### src/rtl/wdt_pkg.sv
package wdt_pkg;
  localparam int MUL_W = 5;
  localparam int RES_W = 2;
  localparam int CFG_W = 1 + MUL_W + RES_W;

  typedef struct packed {
    logic             steer;
    logic [MUL_W-1:0] mult;
    logic [RES_W-1:0] res;
  } wdt_cfg_t;
endpackage

### src/rtl/wdt_prescaler.sv
module wdt_prescaler #(
  parameter int STAGES  = 3,
  parameter int DIV_LOG = 2
) (
  input  logic            clk,
  input  logic            rst_n,
  input  logic            tick_i,
  output logic [STAGES:0] tap_o
);
  localparam int CW = STAGES * DIV_LOG;

  logic [CW-1:0] cnt_q;

  always_ff @(posedge clk or negedge rst_n) begin
    if (!rst_n)      cnt_q <= '0;
    else if (tick_i) cnt_q <= cnt_q + 1'b1;
  end

  assign tap_o[0] = tick_i;
  for (genvar g = 1; g <= STAGES; g++) begin : g_tap
    assign tap_o[g] = tick_i & (&cnt_q[g*DIV_LOG-1:0]);
  end

  // coarser taps are always a subset of finer ones
  p_tap_nest_r3: assert property (@(posedge clk) disable iff (!rst_n)
    tap_o[STAGES] |-> tap_o[0]);
endmodule

### src/rtl/wdt_counter.sv
module wdt_counter #(
  parameter int MUL_W = 5
) (
  input  logic             clk,
  input  logic             rst_n,
  input  logic             clr_i,
  input  logic             en_i,
  input  logic             tick_i,
  input  logic [MUL_W-1:0] mult_i,
  output logic             to_o
);
  logic [MUL_W-1:0] cnt_q;
  logic [MUL_W-1:0] nxt;

  assign nxt  = cnt_q + 1'b1;
  assign to_o = en_i & tick_i & (nxt == mult_i);

  always_ff @(posedge clk or negedge rst_n) begin
    if (!rst_n)               cnt_q <= '0;
    else if (clr_i || to_o)   cnt_q <= '0;
    else if (en_i && tick_i)  cnt_q <= nxt;
  end

  // after a write the count starts from zero
  p_restart_r4: assert property (@(posedge clk) disable iff (!rst_n)
    clr_i |=> (cnt_q == '0));
  // no timeout when disabled
  p_off_quiet_r5: assert property (@(posedge clk) disable iff (!rst_n)
    (mult_i == '0) |-> !to_o);
endmodule

### src/rtl/wdt_pulse.sv
module wdt_pulse #(
  parameter int LEN = 50
) (
  input  logic clk,
  input  logic rst_n,
  input  logic start_i,
  output logic rst_n_o
);
  localparam int CW = $clog2(LEN + 1);

  logic [CW-1:0] cnt_q;

  always_ff @(posedge clk or negedge rst_n) begin
    if (!rst_n)              cnt_q <= '0;
    else if (start_i)        cnt_q <= CW'(LEN);
    else if (cnt_q != '0)    cnt_q <= cnt_q - 1'b1;
  end

  assign rst_n_o = (cnt_q == '0);

  // the pulse begins on the edge after a reset-steered timeout
  p_pulse_low_r7: assert property (@(posedge clk) disable iff (!rst_n)
    start_i |=> !rst_n_o);
endmodule

### src/rtl/wdt_steer.sv
module wdt_steer
  import wdt_pkg::*;
#(
  parameter int RST_CYC = 50
) (
  input  logic             clk,
  input  logic             rst_n,
  input  logic             tick16_i,
  input  logic             pwr_fail_i,
  input  logic             wr_en_i,
  input  logic [CFG_W-1:0] wr_data_i,
  input  logic             flag_clr_i,
  output logic [CFG_W-1:0] cfg_o,
  output logic             wd_flag_o,
  output logic             irq_o,
  output logic             rst_n_o,
  output logic             aux_clr_o
);
  localparam int NRES = 1 << RES_W;

  wdt_cfg_t        cfg_q;
  logic [NRES-1:0] tap;
  logic            sel_tick;
  logic            en;
  logic            wr_fire;
  logic            timeout;
  logic            flag_q, irq_q, aux_q;

  assign wr_fire  = wr_en_i & ~pwr_fail_i;
  assign en       = (cfg_q.mult != '0) & ~pwr_fail_i;
  assign sel_tick = tap[cfg_q.res];

  wdt_prescaler #(.STAGES(NRES-1), .DIV_LOG(2)) u_pre (
    .clk(clk), .rst_n(rst_n), .tick_i(tick16_i), .tap_o(tap)
  );

  wdt_counter #(.MUL_W(MUL_W)) u_cnt (
    .clk(clk), .rst_n(rst_n), .clr_i(wr_fire | ~en), .en_i(en),
    .tick_i(sel_tick), .mult_i(cfg_q.mult), .to_o(timeout)
  );

  wdt_pulse #(.LEN(RST_CYC)) u_pulse (
    .clk(clk), .rst_n(rst_n), .start_i(timeout & cfg_q.steer),
    .rst_n_o(rst_n_o)
  );

  always_ff @(posedge clk or negedge rst_n) begin
    if (!rst_n) begin
      cfg_q  <= '0;
      flag_q <= 1'b0;
      irq_q  <= 1'b0;
      aux_q  <= 1'b0;
    end else begin
      if (pwr_fail_i)                  cfg_q <= '0;
      else if (timeout && cfg_q.steer) cfg_q <= '0;
      else if (wr_fire)                cfg_q <= wdt_cfg_t'(wr_data_i);

      if (timeout)         flag_q <= 1'b1;
      else if (flag_clr_i) flag_q <= 1'b0;

      if (timeout && !cfg_q.steer) irq_q <= 1'b1;
      else if (flag_clr_i)         irq_q <= 1'b0;

      aux_q <= timeout & cfg_q.steer;
    end
  end

  assign cfg_o     = cfg_q;
  assign wd_flag_o = flag_q;
  assign irq_o     = irq_q;
  assign aux_clr_o = aux_q;

  p_flag_set_r6: assert property (@(posedge clk) disable iff (!rst_n)
    timeout |=> wd_flag_o);
  p_wipe_r7: assert property (@(posedge clk) disable iff (!rst_n)
    (timeout && cfg_q.steer) |=> (cfg_o == '0) && aux_clr_o && !rst_n_o);
  p_pwr_clear_r8: assert property (@(posedge clk) disable iff (!rst_n)
    pwr_fail_i |=> (cfg_o == '0));
  p_ack_r9: assert property (@(posedge clk) disable iff (!rst_n)
    (flag_clr_i && !timeout) |=> !wd_flag_o && !irq_o);
endmodule

### config.mk
export PLATFORM = sky130hd
export DESIGN_NAME = wdt_steer
export DESIGN_NICKNAME = d
export VERILOG_FILES = /design/src/rtl/wdt_pkg.sv /design/src/rtl/wdt_prescaler.sv /design/src/rtl/wdt_counter.sv /design/src/rtl/wdt_pulse.sv /design/src/rtl/wdt_steer.sv
export SDC_FILE = /design/constraint.sdc
export NUM_CORES = 1
export LEC_CHECK = 0
export BUFFER_PORTS_ARGS = -buffer_cell sky130_fd_sc_hd__clkbuf_2
export CORE_MARGIN = 2
export CORE_UTILIZATION = 40
export DETAILED_ROUTE_END_ITERATION = 10
export GPL_ROUTABILITY_DRIVEN = 0
export PLACE_DENSITY = 0.74
export REMOVE_ABC_BUFFERS = 1
export SYNTH_ARGS = -nofsm -noshare
export SYNTH_HDL_FRONTEND = slang
export SYNTH_SLANG_ARGS = --single-unit
### constraint.sdc
create_clock -name clk -period 1.9 [get_ports clk]
set_clock_uncertainty 0.1 [all_clocks]
set_input_delay 0.095 -clock clk [delete_from_list [all_inputs] [get_ports clk]]
set_output_delay 0.095 -clock clk [all_outputs]
set_load 0.01 [all_outputs]
# After elaboration in Yosys (flattened, before gate mapping)
# Cells that the tools add are included.
word_totals:
  word_cells: 53
  register_bits: 28
  out_inout_bits: 12
  in_bits: 14
classes:
  n_eq_ne: 1
  bitwise_logic: 11
  muxes: 12
  addsub: 3
  n_lt_le_gt_ge: 1
  reduce_logical: 16
op_table:
  columns: ["cell", "count"]
  rows:
  - ["8-bit two-way mux", 3]
  - ["6-bit two-way mux", 2]
  - ["5-bit two-way mux", 2]
  - ["1-bit bitwise AND", 8]
  - ["2-bit nonzero test", 4]
  - ["6-bit by 1-bit adder with 6-bit output, second input constant", 1]
  - ["6-bit zero test", 1]
  - ["6-bit AND reduction", 1]
  - ["6-bit nonzero test", 1]
  - ["6-bit by 1-bit subtractor with 6-bit output, second input constant", 1]
  - ["5-bit by 1-bit adder with 5-bit output, second input constant", 1]
  - ["5-bit equality test", 1]
  - ["5-bit nonzero test", 1]
  - ["1-bit two-way mux", 4]
  - ["4-bit AND reduction", 1]
  - ["1-bit logical AND", 3]
  - ["2-bit by 3-bit < comparator with 1-bit output, second input constant", 1]
  - ["3-bit nonzero test", 1]
  - ["1-bit binary-select mux with 2-bit select", 1]
  - ["1-bit inverter", 2]
  - ["2-bit AND reduction", 1]
  - ["1-bit zero test", 1]
  - ["1-bit logical OR", 1]
  - ["1-bit bitwise OR", 1]

# Logic depth before layout (Yosys ltp)
# Gate-level depths: netlist of the first run.
logic_depth:
  depth_word: 9
  depth_mapped: 8
  ltp_nobuf: 6

# Cells and area by module
# A second synthesis of the first run with hierarchy kept.
hier_totals:
  hier_cells: 125
  hier_area_um2: 1420.1
by_module_without_submodules:
  columns: ["module", "instances", "cells_per_inst", "seq_area_each_um2", "area_each_um2"]
  rows:
  - ["wdt_steer", 1, 40, 275.3, 474.2]
  - ["wdt_pulse", 1, 33, 150.1, 344.1]
  - ["wdt_counter", 1, 32, 125.1, 336.6]
  - ["wdt_prescaler", 1, 20, 150.1, 265.3]

# Least setup slack after synthesis of the first run
# Ideal clock, no wire load.
synth_path:
  path_kind: "register to register"
  startpoint: "register u_cnt.cnt_q[0]"
  endpoint: "register cfg_q (netlist bit cfg_o[0])"
  stages_incl_launch_ff: 8
  slack_ns: -0.141
  period_less_slack_ns: 2.041
  n_path_buf: 1
  arrival_ns: 1.804
  path_cell_list: "dfrtp_1 -> ha_1 -> o21ba_2 -> a22oi_1 -> o2111ai_2 -> nor3_4 -> buf_6 -> nor3_2"
synth_between:
  elab_chain_len: 6
synth_rtl:
  columns: ["item", "line_no", "source"]
  rows:
  - ["start: declaration", "wdt_counter.sv:12", "logic [MUL_W-1:0] cnt_q;"]
  - ["start signal: assignment", "wdt_counter.sv:21", "else if (en_i && tick_i) cnt_q <= nxt;"]
  - ["5-bit by 1-bit adder with 5-bit output (*)", "wdt_counter.sv:15", "assign nxt = cnt_q + 1'b1;"]
  - ["5-bit equality test (*)", "wdt_counter.sv:16", "assign to_o = en_i & tick_i & (nxt == mult_i);"]
  - ["1-bit bitwise AND (*)", "wdt_counter.sv:16", null]
  - ["1-bit logical AND (*)", "wdt_steer.sv:55", "else if (timeout && cfg_q.steer) cfg_q <= '0;"]
  - ["8-bit two-way mux", "wdt_steer.sv:55", null]
  - ["8-bit two-way mux", "wdt_steer.sv:54", "if (pwr_fail_i) cfg_q <= '0;"]
  - ["end signal: assignment", "wdt_steer.sv:56", "else if (wr_fire) cfg_q <= wdt_cfg_t'(wr_data_i);"]
  - ["end: declaration", "wdt_steer.sv:21", "wdt_cfg_t cfg_q;"]
# Mark *: on every way between the ends. The rest lies on a longest branch, timed or not.
# A chain may end at the register's enable or synchronous reset.

# Final worst setup path of the first run
layout_path:
  startpoint: "register u_pre.cnt_q[1]"
  endpoint: "register u_pulse.cnt_q[4]"
layout_between:
  elab_chain_len: 8
layout_rtl:
  columns: ["item", "line_no", "source"]
  rows:
  - ["start: declaration", "wdt_prescaler.sv:12", "logic [CW-1:0] cnt_q;"]
  - ["start signal: assignment", "wdt_prescaler.sv:16", "else if (tick_i) cnt_q <= cnt_q + 1'b1;"]
  - ["6-bit AND reduction (tied with other cells)", "wdt_prescaler.sv:21", "assign tap_o[g] = tick_i & (&cnt_q[g*DIV_LOG-1:0]);"]
  - ["1-bit bitwise AND", "wdt_prescaler.sv:21", null]
  - ["1-bit binary-select mux with 2-bit select (*)", "wdt_steer.sv:31", "assign sel_tick = tap[cfg_q.res];"]
  - ["1-bit two-way mux (not written as such) (*)", "wdt_steer.sv:31", null]
  - ["1-bit bitwise AND (*) (2 in series)", "wdt_counter.sv:16", null]
  - ["1-bit bitwise AND (*)", "wdt_steer.sv:43", ".clk(clk), .rst_n(rst_n), .start_i(timeout & cfg_q.steer),"]
  - ["6-bit two-way mux / 2-bit nonzero test (equally long branches)", null, null]
  - ["end signal: assignment", "wdt_pulse.sv:15", "else if (start_i) cnt_q <= CW'(LEN);"]
  - ["end signal: assignment", "wdt_pulse.sv:16", "else if (cnt_q != '0) cnt_q <= cnt_q - 1'b1;"]
  - ["end: declaration", "wdt_pulse.sv:11", "logic [CW-1:0] cnt_q;"]
# Mark *: on every way between the ends. The rest lies on a longest branch, timed or not. The select of a mux whose other input is x is not followed.

==> results of run 1 <==
## cells in the mapped netlist, types with 2 or more instances
cell	number	area (sq um)
ha_1	4	50.05
nor2_1	7	26.28
nor3_1	4	20.02
nand4_1	2	12.51
nor3_2	6	60.06
xnor2_1	9	78.83
nor2_2	3	18.77
o21ai_0	2	10.01
mux2i_1	10	100.1
a31oi_1	3	18.77
a21oi_1	2	10.01
inv_1	5	18.77
dfrtp_1	28	700.7
nand3b_1	3	22.52
buf_6	2	22.52
xor2_1	5	43.79
nand3_1	8	40.04
clkbuf_1	2	7.510
or2_1	3	18.77
o22ai_1	2	12.51
nand2_1	8	30.03
## area by class of cell
type	instances	area (sq um)	share of cell area, %
Clock buffer	4	55.05	2.785
Inverter	6	22.52	1.139
Tap cell	48	60.06	3.038
Multi-Input combinational cell	96	813.3	41.14
Timing Repair Buffer	49	325.3	16.46
Sequential cell	28	700.7	35.44
## per-stage QoR
step | power, mW | setup TNS [ps] | utilization (%) | setup slack, ps
2_1_floorplan | 1.230 | -3558 | - | -271.0
3_3_place_gp | 1.379 | 0 | 48.33 | 5.676
3_5_place_dp | 1.426 | -677.3 | 48.33 | -72.76
4_1_cts | 1.836 | -17.62 | 52.74 | -17.62
5_1_grt | 2.025 | -1138 | 54.82 | -95.73
6_report | 1.892 | -3.439 | 54.82 | -3.439
## flip-flops by register name, indices dropped and copies added, names as in the netlist
signal         flops
irq_o              1
u_pre.cnt_q        6
u_cnt.cnt_q        5
cfg_o              8
u_pulse.cnt_q      6
wd_flag_o          1
aux_clr_o          1
## tightest hold or removal path, cell delays in order
cell and delay [ps]:
clkbuf_2 80, mux2i_1 70, nor3_2 100
## power by group through the flow
stage | Combinational (mW) | Clock (mW) | Sequential [mW]
6_report | 0.649 | 0.369 | 0.874
5_1_grt | 0.725 | 0.411 | 0.889
4_1_cts | 0.590 | 0.380 | 0.867
3_5_place_dp | 0.561 | 0 | 0.865
3_3_place_gp | 0.523 | 0 | 0.855
2_1_floorplan | 0.378 | 0 | 0.851
## worst paths after layout
check / startpoint / end / slack, ps / cells after the start
setup / recovery: u_pre.cnt_q[1] / u_pulse.cnt_q[4] / -3 / 7
hold / removal: wr_data_i[4] / cfg_o[4] / -0.9 / 3
min in group asynchronous: rst_n / cfg_o[6] / 290 / 2
setup reg to reg: u_pre.cnt_q[1] / u_pulse.cnt_q[4] / -3 / 7
hold reg to reg: u_pre.cnt_q[5] / u_pre.cnt_q[5] / 390 / 1
max in group asynchronous: rst_n / u_pulse.cnt_q[2] / 960 / 2
## logic make-up (layout without fill, tap and decap cells)
group	count (synthesis)	count (layout)	share of synthesized area (%)
adders and majority gates	4	4	3.373
DFF	28	28	47.22
buffers and inverters	12	59	4.131
and+or+nand+nor	51	51	21.33
AOI/OAI and AO/OA	16	16	8.179
xor gates and xnor gates	14	14	8.263
muxes	11	11	7.504
## layer usage
layer	routed length [microns]	GRT usage [%]	share of wire [%]	vias up
li1	-	-	-	568
met1	1395	20.78	41	606
met2	1788	26.42	53	30
met3	154	3.472	4.6	4
met4	24	4.255	0.71	0
met5	0	0	0	-
## what timing repair did
action,CTS,global route
setup buffers,1,3
hold buffers,5,0
gates resized for setup,9,9
pin swaps,6,7
hold endpoints to repair,33,0
endpoints found under the setup margin,18,21
==> summary.txt, run 1 <==
Finish
  – Most common cell after layout, fill and taps aside: dfrtp_1
  – Final nets: 202
  – P&R area growth vs syn: 33.22%
  – Fill count: 308
  – Finished Layout Cells: 231
  – Layout cell share with drive strength beyond 1: 40.98%
  – ANT cells: 0
  – Most frequent cells in the layout: 28 x dfrtp_1, 25 x clkbuf_2, 17 x buf_4
  – Post-route cell area: 1977 sq um

Worst setup path
  – CP max FO: 6
  – WP data arrival: 2010 ps
  – Crit path cell chain: ha_4 > nor2b_4 > o32a_1 > or2_4 > buf_4 > or2_4 > o22ai_2
  – CP Buf/Inv Count: 1
  – Crit path kind: flip-flop to flip-flop
  – CP peak stage delay: 410 ps
  – CP max stage cell: dfrtp_1
  – CP endpoint kind: flip-flop
  – Startpoint type of the worst setup path: flip-flop
  – Data required, critical path: 2010 ps
  – Largest delay share family, worst path: simple AND/OR/NAND/NOR gates
  – Crit-path most repeated cell: or2_4

Place
  – Placed cell count: 218
  – Cell area after placement: 1743 sq um
  – DP HPWL: 2291 microns
  – Port Buffer Count: 25

Power and ir drop
  – Cell-internal power: 1.275 mW
  – Max VDD drop: 0.7693 mV
  – Leakage: 0.9121 nW
  – Clk network pwr share: 19.5%
  – Pwr Density: 957.0 nW/um^2
  – Power share of the sequential group: 46.2%
  – Switching power: 617.3 uW
  – Net Sw Frac: 32.63%
  – Logic pwr share: 34.3%

CTS
  – Worst skew pair latency: 280 ps
  – Root Driver: clkbuf_8
  – TritonCTS Buffers: 3
  – CTS max path bufs: 2
  – CTS HTree Levels: 1
  – Reg clk slew, reported paths: 100 ps
  – CTS tree: built
  – Clock Sinks: 28

GRT
  – Tot GR Track Use: 15.84%
  – Vias in the first global route: 1170
  – Largest net degree at the start of global routing: 29
  – Global route overflow: 0
  – Initial antenna violation count: 0
  – First-pass GRT wire length: 5209 microns

STA
  – Final Max Slew Viols: 0
  – Fin Hold WS: -0.8780 ps
  – Final setup viols: 1
  – Hold Fails Final Rpt: 1
  – Max Clock Freq: 525.4 MHz
  – RSZ-0062 raised after global routing: yes
  – Minimum clock period: 1903 ps
  – Slew headroom: 54.00%
  – Final Cycle Share: 100.2%
  – Final setup margin: -3.439 ps
  – Worst-Margin Slew: 690.0 ps

Detailed routing
  – ANT nets after route: 0
  – Initial DRC Count: 55
  – Via count: 1208
  – DRT Wirelength: 3362 microns
  – Post-route DRC: 0
  – Via density per instance: 5.229
  – First-pass iteration count of the detailed router: 4
  – Avg WL per Cell: 14.55 microns

Status
  – Status: complete, but fails checks
  – Failing checks: hold timing, setup timing

Synth
  – Warnings, synthesis: 0
  – Number of flops mapped to enable cells by yosys: 0
  – Synthesized area: 1484 sq um
  – FFs w/ async S/R, synth: 100.0%
  – Seq cells post-synth: 28
  – Register area share after synthesis: 47.22%
  – Cell count after synthesis: 136
  – Top FF cell, synth: dfrtp_1
  – Yosys cell types: 39
  – Mean post-synth cell area: 10.91 sq um

Floorplanning
  – Ports: 26
  – Initial Util: 41.15%
  – Rows: 22
  – Die width: 64.91 microns
  – Die area: 4213 sq um
  – Die Height: 64.91 microns
  – Core area: 3606 sq um

Worst hold path
  – Hold Path Class: primary input to flip-flop

Run
  – Max_cap viols: 0
No activity file was read; power rests on OpenSTA's default activity.
==> inputs of run 2 (changes only) <==
==> constraint.sdc (replaced) <==
create_clock -name clk -period 1.9 [get_ports clk]
set_clock_uncertainty 0.1 [all_clocks]
set_input_delay 0 -clock clk [delete_from_list [all_inputs] [get_ports clk]]
set_output_delay 0 -clock clk [all_outputs]
set_load 0.01 [all_outputs]
==> run 2 against run 1 <==
The flow now finishes without violations. Highest routed layer unchanged. First-iteration DRC count grew 36%. Count of clock-buffer cells in the layout is the same. Final area grew 5.0%. Utilization grew 2.7 points. Non-clock buffer count grew 8.
==> summary.txt, run 2 (synthesized netlist as in run 1, its figures left out) <==
Finish
  – Finished Layout Cells: 239 (+3.5%)
  – Number of flip-flops in the largest register: 8 (unchanged)
  – P&R area growth vs syn: 39.88%
  – Finished Core Util: 57.56% (+2.7 points)
  – Most frequent cells in the layout: 28 x dfrtp_1, 25 x clkbuf_2, 16 x buf_4
  – ANT cells: 0 (unchanged)
  – Layout cell share with drive strength beyond 1: 40.31% (-0.67 points)
  – Post-route cell area: 2076 sq um (+5.0%)
  – Final nets: 210 (+4.0%)
  – Most common cell after layout, fill and taps aside: dfrtp_1

Detailed routing
  – Avg WL per Cell: 14.53 microns (-0.18%)
  – Initial DRC Count: 75 (+36%)
  – Via density per instance: 5.029 (-3.8%)
  – DRT Wirelength: 3472 microns (+3.3%)
  – Via count: 1202 (-0.50%)
  – ANT nets after route: 0 (unchanged)
  – Post-route DRC: 0 (unchanged)
  – First-pass iteration count of the detailed router: 4 (unchanged)

STA
  – Final Cycle Share: 99.87% (-0.31 points)
  – Final Max Slew Viols: 0 (unchanged)
  – Hold Fails Final Rpt: 0 (-1)
  – RSZ-0062 raised after global routing: yes
  – Slew headroom: 52.90% (-1.1 points)
  – Setup TNS: 0 ps (+3.439 ps)
  – Final setup viols: 0 (-1)
  – Minimum clock period: 1897 ps (-5.955 ps)
  – Max Clock Freq: 527.0 MHz (+0.31%)
  – Worst-Margin Slew: 706.5 ps (+16.53 ps)

Floorplanning
  – Initial Util: 41.15% (unchanged)
  – Ports: 26 (unchanged)
  – Rows: 22 (unchanged)
  – Die Height: 64.91 microns (unchanged)
  – Die width: 64.91 microns (unchanged)
  – Core area: 3606 sq um (unchanged)
  – Die area: 4213 sq um (unchanged)

GRT
  – GRT met2 Usage: 30.80% (+4.4 points)
  – Initial antenna violation count: 0 (unchanged)
  – Met1 Use GR: 22.47% (+1.7 points)
  – Met3 Track Usage GR: 3.646% (+0.17 points)
  – Largest net degree at the start of global routing: 29 (unchanged)
  – Most used routing layer in global routing: met2
  – Vias in the first global route: 1290 (+10%)
  – Tot GR Track Use: 17.82% (+2.0 points)
  – Global route overflow: 0 (unchanged)
  – First-pass GRT wire length: 5830 microns (+12%)

Worst setup path
  – Startpoint type of the worst setup path: flip-flop
  – Worst r2r dst: u_pulse.cnt_q[5]
  – Setup crit start: cfg_o[5]
  – WP data arrival: 1970 ps (-40 ps)
  – Data required, critical path: 1970 ps (-40 ps)
  – Reg2reg setup slack: 3 ps (about the same)
  – R2r worst-path depth: 6 (-1)
  – R2r startpoint: cfg_o[5]
  – CP endpoint kind: flip-flop
  – CP max FO: 8 (+2)
  – Crit path capture: u_pulse.cnt_q[5]
  – Crit path kind: flip-flop to flip-flop

Run
  – Max_cap viols: 0 (unchanged)

Power and ir drop
  – Power share of the sequential group: 43.9% (-2.3 points)
  – Max VDD drop: 0.6976 mV (-9.3%)
  – Pwr Density: 949.6 nW/um^2 (-0.77%)
  – Design Power: 1.971 mW (+4.2%)
  – Switching power: 643.2 uW (+4.2%)
  – Cell-internal power: 1.328 mW (+4.2%)
  – Net Sw Frac: 32.63% (about the same)
  – Leakage: 0.9362 nW (+2.6%)
  – Logic pwr share: 37.0% (+2.7 points)
  – Clk network pwr share: 19.1% (-0.4 points)

Place
  – Port Buffer Count: 25 (unchanged)
  – Placed cell count: 217 (-0.46%)
  – Cell area after placement: 1735 sq um (-0.43%)
  – DP HPWL: 2271 microns (-0.86%)

Status
  – Status: complete, no violations

CTS
  – TritonCTS Buffers: 3 (unchanged)
  – Root Driver: clkbuf_8
  – CTS max path bufs: 2 (unchanged)
  – CTS tree: built
  – CTS HTree Levels: 1 (unchanged)
  – Worst skew pair latency: 280 ps (about the same)
  – Reg clk slew, reported paths: 100 ps (about the same)
  – Clock Sinks: 28 (unchanged)

Worst hold path
  – Hold Path Class: primary input to flip-flop
[run 2: cell types whose count changed in the layout (fill, tap and decap cells not counted), moves of 2 or more]
cell	previous run	this run
nor2_4	0	2
nor3_4	1	3
buf_6	2	4
dlygate4sd3_1	5	12
nor3_1	4	2
[run 2: how the worst min path moves through the flow]
stage	from	to	slack [ps]	depth (start not counted)
detailed placement	rst_n	cfg_o[6]	-10	1
CTS	wr_en_i	cfg_o[6]	130	3
global placement	rst_n	u_cnt.cnt_q[3]	-20	1
global route	wr_en_i	cfg_o[7]	150	3
finish	wr_en_i	cfg_o[3]	140	3
floorplan	rst_n	aux_clr_o	-400	0
[run 2: what timing repair did]
item,CTS,global route
pin swaps,6,21
hold endpoints to repair,41,0
resized for setup,8,16
hold buffers,12,0
endpoints found under the setup margin,15,21
buffers inserted,1,5
[run 2: per-stage QoR]
stage               hold WS, ps  setup slack (ps)
global route              154.8            -49.16
finish                    140.2             2.516
detailed placement       -11.24            -43.82
floorplan                -395.6            -271.0
global placement         -24.25            -1.014
CTS                       130.5             5.569
[run 2: layout make-up]
cell class / instances / area (sq um)
Fill cell: 291 / 1530
Inverter: 6 / 22.52
Clock buffer: 4 / 55.05
Timing Repair Buffer: 57 / 410.4
Sequential cell: 28 / 700.7
Tap cell: 48 / 60.06
Multi-Input combinational cell: 96 / 827.0
[run 2: power by group through the flow]
stage / Clock, mW / Combinational (mW) / Sequential, mW
2_1_floorplan: 0 / 0.378 / 0.851
3_3_place_gp: 0 / 0.523 / 0.856
3_5_place_dp: 0 / 0.562 / 0.861
4_1_cts: 0.381 / 0.605 / 0.852
5_1_grt: 0.412 / 0.813 / 0.886
6_report: 0.376 / 0.729 / 0.866
[run 2: per-layer routing]
metal  up-vias  wire (microns)
met5         -               0
li1        583               -
met3         2             112
met4         0              24
met2        24            1813
met1       593            1523
[run 2: critical path, cell delays in order, from the launching register on]
cell	delay, ps
dfrtp_1	400
or4_4	550
o21bai_4	160
or2_4	150
nor3_4	50
buf_6	150
a211o_1	220
